File: config.mk
export PLATFORM = sky130hd
export DESIGN_NAME = regbus_datapath
export DESIGN_NICKNAME = d
export VERILOG_FILES = /design/src/rtl/dp_pkg.sv /design/src/rtl/dp_bsrc.sv /design/src/rtl/dp_alu.sv /design/src/rtl/dp_shift.sv /design/src/rtl/dp_regbank.sv /design/src/rtl/regbus_datapath.sv
export SDC_FILE = /design/constraint.sdc
export NUM_CORES = 1
export LEC_CHECK = 0
export BUFFER_PORTS_ARGS = -buffer_cell sky130_fd_sc_hd__buf_2
export CAP_MARGIN = 10
export CORE_UTILIZATION = 40
export DETAILED_ROUTE_END_ITERATION = 6
export MAX_ROUTING_LAYER = met4
export PLACE_DENSITY = 0.69
export REMOVE_ABC_BUFFERS = 1
export SYNTH_ARGS = -nofsm -noshare
export SYNTH_HDL_FRONTEND = slang
export SYNTH_HIERARCHICAL = 1
export SYNTH_SLANG_ARGS = --single-unit
File: constraint.sdc
create_clock -name clk -period 12.1 [get_ports clk]
set_input_delay 0.605 -clock clk [delete_from_list [all_inputs] [get_ports clk]]
set_output_delay 0.605 -clock clk [all_outputs]
set_load 0.01 [all_outputs]
File: src/rtl/dp_pkg.sv
package dp_pkg;

  typedef struct packed {
    logic f0;
    logic f1;
    logic ena;
    logic enb;
    logic inva;
    logic inc;
  } alu_ctl_t;

  typedef enum logic [1:0] {
    FN_AND  = 2'b00,
    FN_OR   = 2'b01,
    FN_NOTB = 2'b10,
    FN_ADD  = 2'b11
  } alu_fn_e;

  localparam int unsigned BS_MDAT  = 0;
  localparam int unsigned BS_FSX   = 1;
  localparam int unsigned BS_FZX   = 2;
  localparam int unsigned BS_GBASE = 3;

endpackage

File: src/rtl/dp_bsrc.sv
module dp_bsrc #(
  parameter int unsigned DW   = 32,
  parameter int unsigned FW   = 8,
  parameter int unsigned NGPR = 6,
  parameter int unsigned SELW = 4
) (
  input  logic                      clk,
  input  logic                      rst_n,
  input  logic [SELW-1:0]           sel,
  input  logic [DW-1:0]             mdat,
  input  logic [FW-1:0]             fetch,
  input  logic [NGPR-1:0][DW-1:0]   gpr,
  output logic [DW-1:0]             bus
);
  import dp_pkg::*;

  localparam int unsigned NCODE = 1 << SELW;
  localparam int unsigned NSRC  = BS_GBASE + NGPR;

  logic [NCODE-1:0]         hot;
  logic [NSRC-1:0][DW-1:0]  src;

  always_comb begin
    hot = '0;
    hot[sel] = 1'b1;
  end

  assign src[BS_MDAT] = mdat;
  assign src[BS_FSX]  = {{(DW-FW){fetch[FW-1]}}, fetch};
  assign src[BS_FZX]  = {{(DW-FW){1'b0}}, fetch};

  for (genvar g = 0; g < NGPR; g++) begin : g_src
    assign src[BS_GBASE+g] = gpr[g];
  end

  always_comb begin
    bus = '0;
    for (int i = 0; i < NSRC; i++) begin
      bus = bus | ({DW{hot[i]}} & src[i]);
    end
  end


  unmapped_zero_chk: assert property (@(posedge clk) disable iff (!rst_n)
    (int'(sel) >= NSRC) |-> (bus == '0));


  sext_chk: assert property (@(posedge clk) disable iff (!rst_n)
    (int'(sel) == BS_FSX) |-> (bus[DW-1:FW] == {(DW-FW){fetch[FW-1]}} && bus[FW-1:0] == fetch));

endmodule

File: src/rtl/dp_alu.sv
module dp_alu #(
  parameter int unsigned DW = 32
) (
  input  logic             clk,
  input  logic             rst_n,
  input  logic [DW-1:0]    a,
  input  logic [DW-1:0]    b,
  input  dp_pkg::alu_ctl_t ctl,
  output logic [DW-1:0]    y
);
  import dp_pkg::*;

  logic [DW-1:0] a_m;
  logic [DW-1:0] b_m;
  alu_fn_e       fn;

  assign fn  = alu_fn_e'({ctl.f0, ctl.f1});
  assign a_m = (ctl.ena ? a : '0) ^ {DW{ctl.inva}};
  assign b_m = ctl.enb ? b : '0;

  always_comb begin
    unique case (fn)
      FN_AND:  y = a_m & b_m;
      FN_OR:   y = a_m | b_m;
      FN_NOTB: y = ~b_m;
      FN_ADD:  y = a_m + b_m + {{(DW-1){1'b0}}, ctl.inc};
      default: y = '0;
    endcase
  end


  notb_masked_chk: assert property (@(posedge clk) disable iff (!rst_n)
    ({ctl.f0, ctl.f1} == 2'b10 && !ctl.enb) |-> (y == '1));


  and_masked_chk: assert property (@(posedge clk) disable iff (!rst_n)
    ({ctl.f0, ctl.f1} == 2'b00 && !ctl.enb) |-> (y == '0));

endmodule

File: src/rtl/dp_shift.sv
module dp_shift #(
  parameter int unsigned DW  = 32,
  parameter int unsigned LSH = 8
) (
  input  logic          clk,
  input  logic          rst_n,
  input  logic [DW-1:0] din,
  input  logic [1:0]    ctl,
  output logic [DW-1:0] dout
);

  always_comb begin
    unique case (ctl)
      2'b10:   dout = din << LSH;
      2'b01:   dout = {din[DW-1], din[DW-1:1]};
      default: dout = din;
    endcase
  end


  both_set_pass_chk: assert property (@(posedge clk) disable iff (!rst_n)
    (ctl == 2'b11) |-> (dout == din));

endmodule

File: src/rtl/dp_regbank.sv
module dp_regbank #(
  parameter int unsigned DW   = 32,
  parameter int unsigned FW   = 8,
  parameter int unsigned NGPR = 6
) (
  input  logic                     clk,
  input  logic                     rst_n,
  input  logic [NGPR+2:0]          we,
  input  logic [DW-1:0]            c_in,
  input  logic                     mem_valid,
  input  logic [DW-1:0]            mem_data,
  input  logic                     fetch_valid,
  input  logic [FW-1:0]            fetch_data,
  output logic [NGPR+2:0][DW-1:0]  q,
  output logic [FW-1:0]            fetch_q
);

  localparam int unsigned NWE      = NGPR + 3;
  localparam int unsigned IDX_MDAT = NGPR + 1;

  for (genvar i = 0; i < NWE; i++) begin : g_reg
    if (i == IDX_MDAT) begin : g_mem
      always_ff @(posedge clk) begin
        if (!rst_n)         q[i] <= '0;
        else if (mem_valid) q[i] <= mem_data;
        else if (we[i])     q[i] <= c_in;
      end

      mem_prio_chk: assert property (@(posedge clk) disable iff (!rst_n)
        mem_valid |=> (q[i] == $past(mem_data)));
    end else begin : g_plain
      always_ff @(posedge clk) begin
        if (!rst_n)      q[i] <= '0;
        else if (we[i])  q[i] <= c_in;
      end
    end

    hold_chk: assert property (@(posedge clk) disable iff (!rst_n)
      (!we[i] && !(i == IDX_MDAT && mem_valid)) |=> $stable(q[i]));
  end

  always_ff @(posedge clk) begin
    if (!rst_n)           fetch_q <= '0;
    else if (fetch_valid) fetch_q <= fetch_data;
  end


  fetch_hold_chk: assert property (@(posedge clk) disable iff (!rst_n)
    !fetch_valid |=> $stable(fetch_q));

endmodule

File: src/rtl/regbus_datapath.sv
module regbus_datapath #(
  parameter int unsigned DW   = 32,
  parameter int unsigned FW   = 8,
  parameter int unsigned NGPR = 6,
  parameter int unsigned SELW = 4,
  parameter int unsigned LSH  = 8
) (
  input  logic                    clk,
  input  logic                    rst_n,
  input  logic [SELW-1:0]         b_sel,
  input  logic [NGPR+2:0]         c_we,
  input  logic [5:0]              alu_ctl,
  input  logic [1:0]              sh_ctl,
  input  logic                    mem_valid,
  input  logic [DW-1:0]           mem_data,
  input  logic                    fetch_valid,
  input  logic [FW-1:0]           fetch_data,
  output logic                    flag_n,
  output logic                    flag_z,
  output logic [DW-1:0]           c_bus,
  output logic [DW-1:0]           areg_q,
  output logic [NGPR-1:0][DW-1:0] g_q,
  output logic [DW-1:0]           mdat_q,
  output logic [DW-1:0]           madr_q,
  output logic [FW-1:0]           fetch_q
);
  import dp_pkg::*;

  localparam int unsigned NWE      = NGPR + 3;
  localparam int unsigned IDX_AREG = 0;
  localparam int unsigned IDX_MDAT = NGPR + 1;
  localparam int unsigned IDX_MADR = NGPR + 2;

  logic [NWE-1:0][DW-1:0] rq;
  logic [DW-1:0]          b_bus;
  logic [DW-1:0]          alu_y;
  alu_ctl_t               ctl_s;

  assign ctl_s = alu_ctl_t'(alu_ctl);

  dp_regbank #(.DW(DW), .FW(FW), .NGPR(NGPR)) u_bank (
    .clk(clk), .rst_n(rst_n), .we(c_we), .c_in(c_bus),
    .mem_valid(mem_valid), .mem_data(mem_data),
    .fetch_valid(fetch_valid), .fetch_data(fetch_data),
    .q(rq), .fetch_q(fetch_q)
  );

  assign areg_q = rq[IDX_AREG];
  assign mdat_q = rq[IDX_MDAT];
  assign madr_q = rq[IDX_MADR];

  for (genvar g = 0; g < NGPR; g++) begin : g_out
    assign g_q[g] = rq[1+g];
  end

  dp_bsrc #(.DW(DW), .FW(FW), .NGPR(NGPR), .SELW(SELW)) u_bsrc (
    .clk(clk), .rst_n(rst_n), .sel(b_sel), .mdat(mdat_q),
    .fetch(fetch_q), .gpr(g_q), .bus(b_bus)
  );

  dp_alu #(.DW(DW)) u_alu (
    .clk(clk), .rst_n(rst_n), .a(areg_q), .b(b_bus), .ctl(ctl_s), .y(alu_y)
  );

  dp_shift #(.DW(DW), .LSH(LSH)) u_shift (
    .clk(clk), .rst_n(rst_n), .din(alu_y), .ctl(sh_ctl), .dout(c_bus)
  );

  always_ff @(posedge clk) begin
    if (!rst_n) begin
      flag_n <= 1'b0;
      flag_z <= 1'b0;
    end else begin
      flag_n <= alu_y[DW-1];
      flag_z <= (alu_y == '0);
    end
  end


  flags_exclusive_chk: assert property (@(posedge clk) disable iff (!rst_n)
    flag_z |-> !flag_n);


  pass_a_chk: assert property (@(posedge clk) disable iff (!rst_n)
    (alu_ctl == 6'b011000 && sh_ctl == 2'b00) |-> (c_bus == areg_q));

endmodule

==> results.md <==
* H-tree levels at 2
* Area leader, netlist: dfxtp_1
* Pleak at around 11 nW
* Antenna fix cells at 0
* WP data arrival at around 6.6 ns
* Power share of the clock group at a little over a third
* # clock sinks at roughly 300
* Final Cycle Share at 59.8%
* Pins Over Slew Limit at 0
* Setup Viol. Count Final at 0
* Vias per cell at between 5 and 6
* Layout cell share with drive strength beyond 1 at 25.3%
* Gpl congestion at 0.975
* Clock Tree Buf Depth at 3
* Pint at just over 2 mW
* Main synth FF type: dfxtp_1
* Final hold vios at 0
* Cell area after synthesis at ~18000 sq um
* Gate power share at roughly a quarter
* First-pass GRT wire length at a little under 100000 um
* DP Area at a little over 20000 sq um
* Die Height at between 200 and 250 um
* Iter 0 DRT Violations at between 1k and 1.5k
* Vias in the first global route at 15.7k
* Hold_buf cts at 0
* Final setup skew at approximately 0.029 ns
* Max VDD drop at roughly 0.085 mV
* Yosys cell types at between 90 and 100
* Largest net degree at the start of global routing at about 120
* Hold Path Class: in -> reg
* CTS root buffer: clkbuf_16
* Sequential power share at 38.1%
* Via count at 16.0k
* 1st-pass router iterations at 6
* Rel. slew slack at between 10% and 20%
* Critical-path maximum fanout at 34
* Achievable Freq at 138 MHz
* Overflow after GRT at 0
* Yosys top cell area share at between 30% and 40%
* Status: finished, final reports clean
* Hold Path Depth at 3
* RSZ-0062 raised after global routing: no
* Die area at around 47000 sq um
* Crit path time final at just over 7 ns
* Post-CTS Setup Repair Bufs at 0
* Syn Inst Count at between 1.5k and 2k
* P_sw at roughly 0.94 mW
* Synth async-reset ratio at 0%
* Number of synthesized flops with an enable pin at 0
* Kind of critical path: in -> out
* Final setup TNS at 0 ns
* CP Data Required Time at approximately 11 ns
* Row Count at 78
* Final Total Pwr at around 3 mW
* Crit start category: input port
* Final instance area at 21600 sq um
* Max-Cap Viols at 0
* Layout Nets at 2399
* IO Port Bufs at a little under 400
* Slew @ Worst Pin at about 1.2 ns
* Seq cells post-synth at around 300
* Initial Util at between 40 and 50%
* Sequential fraction of the synthesis area at approximately 32%
* DP HPWL at roughly 48000 um
* Resized Gates After CTS at 0
* Final WL at between 60000 and 70000 um
* Syn avg cell area at approximately 9.3 sq um
* Worst skew pair latency at 0.55 ns
* Total core area at approximately 45000 sq um
* Power Dens Cells at 137 nW/um^2
* CTS tree: done
* DRC at 0
* Post-route ant nets at 0
* Hold WS at roughly 0.34 ns
* Die span in x at about 220 um
* Total CTS buffers at 34
* Total track usage at 28.5%
* Sw Share at a little under a third
* Yosys warns at 6
* Top post-synthesis cells by area: dfxtp_1, mux2i_1, nor2b_1, ha_1, nand2_1
* Clk slew on worst S/H paths at around 0.06 ns
* Worst Setup End Kind: primary output
* Initial antenna violation count at 0
* Placed Cells at between 2k and 3k
* Fin cells at 2888
* Reg2reg path depth at 20
* # IOs at around 400
* Synth-to-Final Area Change at 17.7%
* WL/cell at about 23 um
synth_stat cells (4+ instances only):
| cell | count |
|---|---|
| a22o_1 | 34 |
| o21ai_1 | 25 |
| a22oi_1 | 66 |
| mux4_2 | 17 |
| xnor2_1 | 46 |
| mux2_4 | 30 |
| xor2_1 | 11 |
| nand2b_1 | 16 |
| nand3_1 | 10 |
| nor4_1 | 6 |
| a31oi_1 | 5 |
| or2b_1 | 21 |
| buf_2 | 55 |
| o22ai_1 | 16 |
| and2_1 | 4 |
| buf_4 | 14 |
| or3_1 | 4 |
| inv_1 | 90 |
| a21o_1 | 11 |
| nand3b_1 | 4 |
| nand4_1 | 7 |
| a211o_1 | 12 |
| a221o_1 | 5 |
| buf_1 | 5 |
| ha_1 | 66 |
| nor2_1 | 39 |
| o211a_1 | 32 |
| a21oi_1 | 46 |
| a32oi_1 | 4 |
| o221ai_1 | 9 |
| o21bai_1 | 4 |
| nor3b_1 | 4 |
| and3_1 | 6 |
| clkbuf_1 | 90 |
| dfxtp_1 | 298 |
| o21ai_0 | 43 |
| a211oi_1 | 11 |
| nand2_1 | 134 |
| buf_6 | 12 |
| nor3_1 | 7 |
| mux2i_1 | 292 |
| nor2b_1 | 273 |
| o211ai_1 | 13 |
| mux2_2 | 4 |
worst paths after layout:
path,to,startpoint,slack (ns)
setup / recovery,c_bus[19],b_sel[1],4.86
hold / removal,u_bank/fetch_q[4]$_SDFFE_PN0P_,fetch_data[4],0.34
setup reg to reg,u_bank/q[254]$_SDFFE_PN0P_,u_bank/fetch_q[7]$_SDFFE_PN0P_,6.42
hold reg to reg,u_bank/q[267]$_SDFFE_PN0P_,u_bank/q[267]$_SDFFE_PN0P_,0.52
area by class of cell:
class	instances	area [sq um]
well taps	600	751
clock buffers	52	1060
inverters	91	342
flip-flops and latches	298	5970
repair buffers	446	2370
multi-input cells	1395	11000
fillers	4371	23700
clock inverters	6	90.1
power groups by stage:
stage          registers [mW]  logic, mW  clock network (mW)
2_1_floorplan            1.17      0.375                   0
3_3_place_gp             1.14      0.748                   0
5_1_grt                  1.13      0.819                1.13
4_1_cts                  1.12      0.760                1.08
6_report                 1.13      0.764                1.07
3_5_place_dp             1.14      0.757                   0
sequential cells by signal, indices dropped and copies added, names as in the netlist:
signal / count
flag_z: 1
u_bank/q: 288
flag_n: 1
u_bank/fetch_q: 8
logic make-up after synthesis:
logic type,after synthesis,share of synthesized area [%]
mux,346,20.9
flops,298,32.5
xor+xnor,57,2.72
buf+inv,276,7.48
simple gates,553,16.9
compound gates,371,14.8
fa+ha+maj,68,4.72
metrics by stage:
| step | setup WS (ns) | utilization [%] |
|---|---|---|
| 2_1_floorplan | 6.30 | - |
| 3_3_place_gp | 5.10 | 45.2 |
| 3_5_place_dp | 4.97 | 45.2 |
| 4_1_cts | 4.93 | 47.7 |
| 5_1_grt | 4.41 | 47.7 |
| 6_report | 4.86 | 47.7 |
critical path, stage by stage:
cell and delay, ns:
buf_2 0.08, buf_4 0.45, nor2b_1 0.63, o21ba_2 0.34, a221oi_1 0.18, o21ai_1 0.13
nand2_1 0.12, fa_1 0.43, fa_1 0.41, nor2b_1 0.17, o31a_1 0.20, or3_1 0.14
a21oi_1 0.12, o21ai_1 0.23, nor3b_1 0.48, nor2b_1 0.12, xor2_1 0.17, o221ai_1 0.33
a22oi_1 0.12, o21ai_1 0.85, buf_2 0.28
cells in the final DEF, fill, tap and decap left out, types with 10 or more instances in the layout:
| cell type | count |
|---|---|
| a22o_1 | 34 |
| clkbuf_16 | 35 |
| xnor2_1 | 46 |
| o21ai_0 | 39 |
| ha_1 | 66 |
| xor2_1 | 11 |
| mux4_2 | 17 |
| a21oi_1 | 46 |
| o21ai_1 | 29 |
| a211o_1 | 12 |
| o22ai_1 | 16 |
| nand3_1 | 10 |
| nor2b_1 | 270 |
| inv_1 | 90 |
| nand2_1 | 134 |
| a22oi_1 | 66 |
| clkbuf_8 | 12 |
| a211oi_1 | 11 |
| mux2i_1 | 292 |
| buf_2 | 393 |
| nand2b_1 | 16 |
| o211a_1 | 32 |
| a21o_1 | 11 |
| dfxtp_1 | 298 |
| buf_4 | 52 |
| o211ai_1 | 13 |
| nor2_1 | 37 |
| or2b_1 | 21 |
| mux2_4 | 30 |
routing by layer:
metal | share of wire, % | up-vias | routed length [um] | GRT usage [%]
met5 | 0 | - | 0 | -
met2 | 46 | 577 | 30400 | 44.1
met4 | 2.7 | 0 | 1800 | 8.80
li1 | - | 7453 | - | -
met1 | 45 | 7839 | 30000 | 37.3
met3 | 6.7 | 96 | 4470 | 5.70
Note: power is estimated with default switching activity, not from simulation.
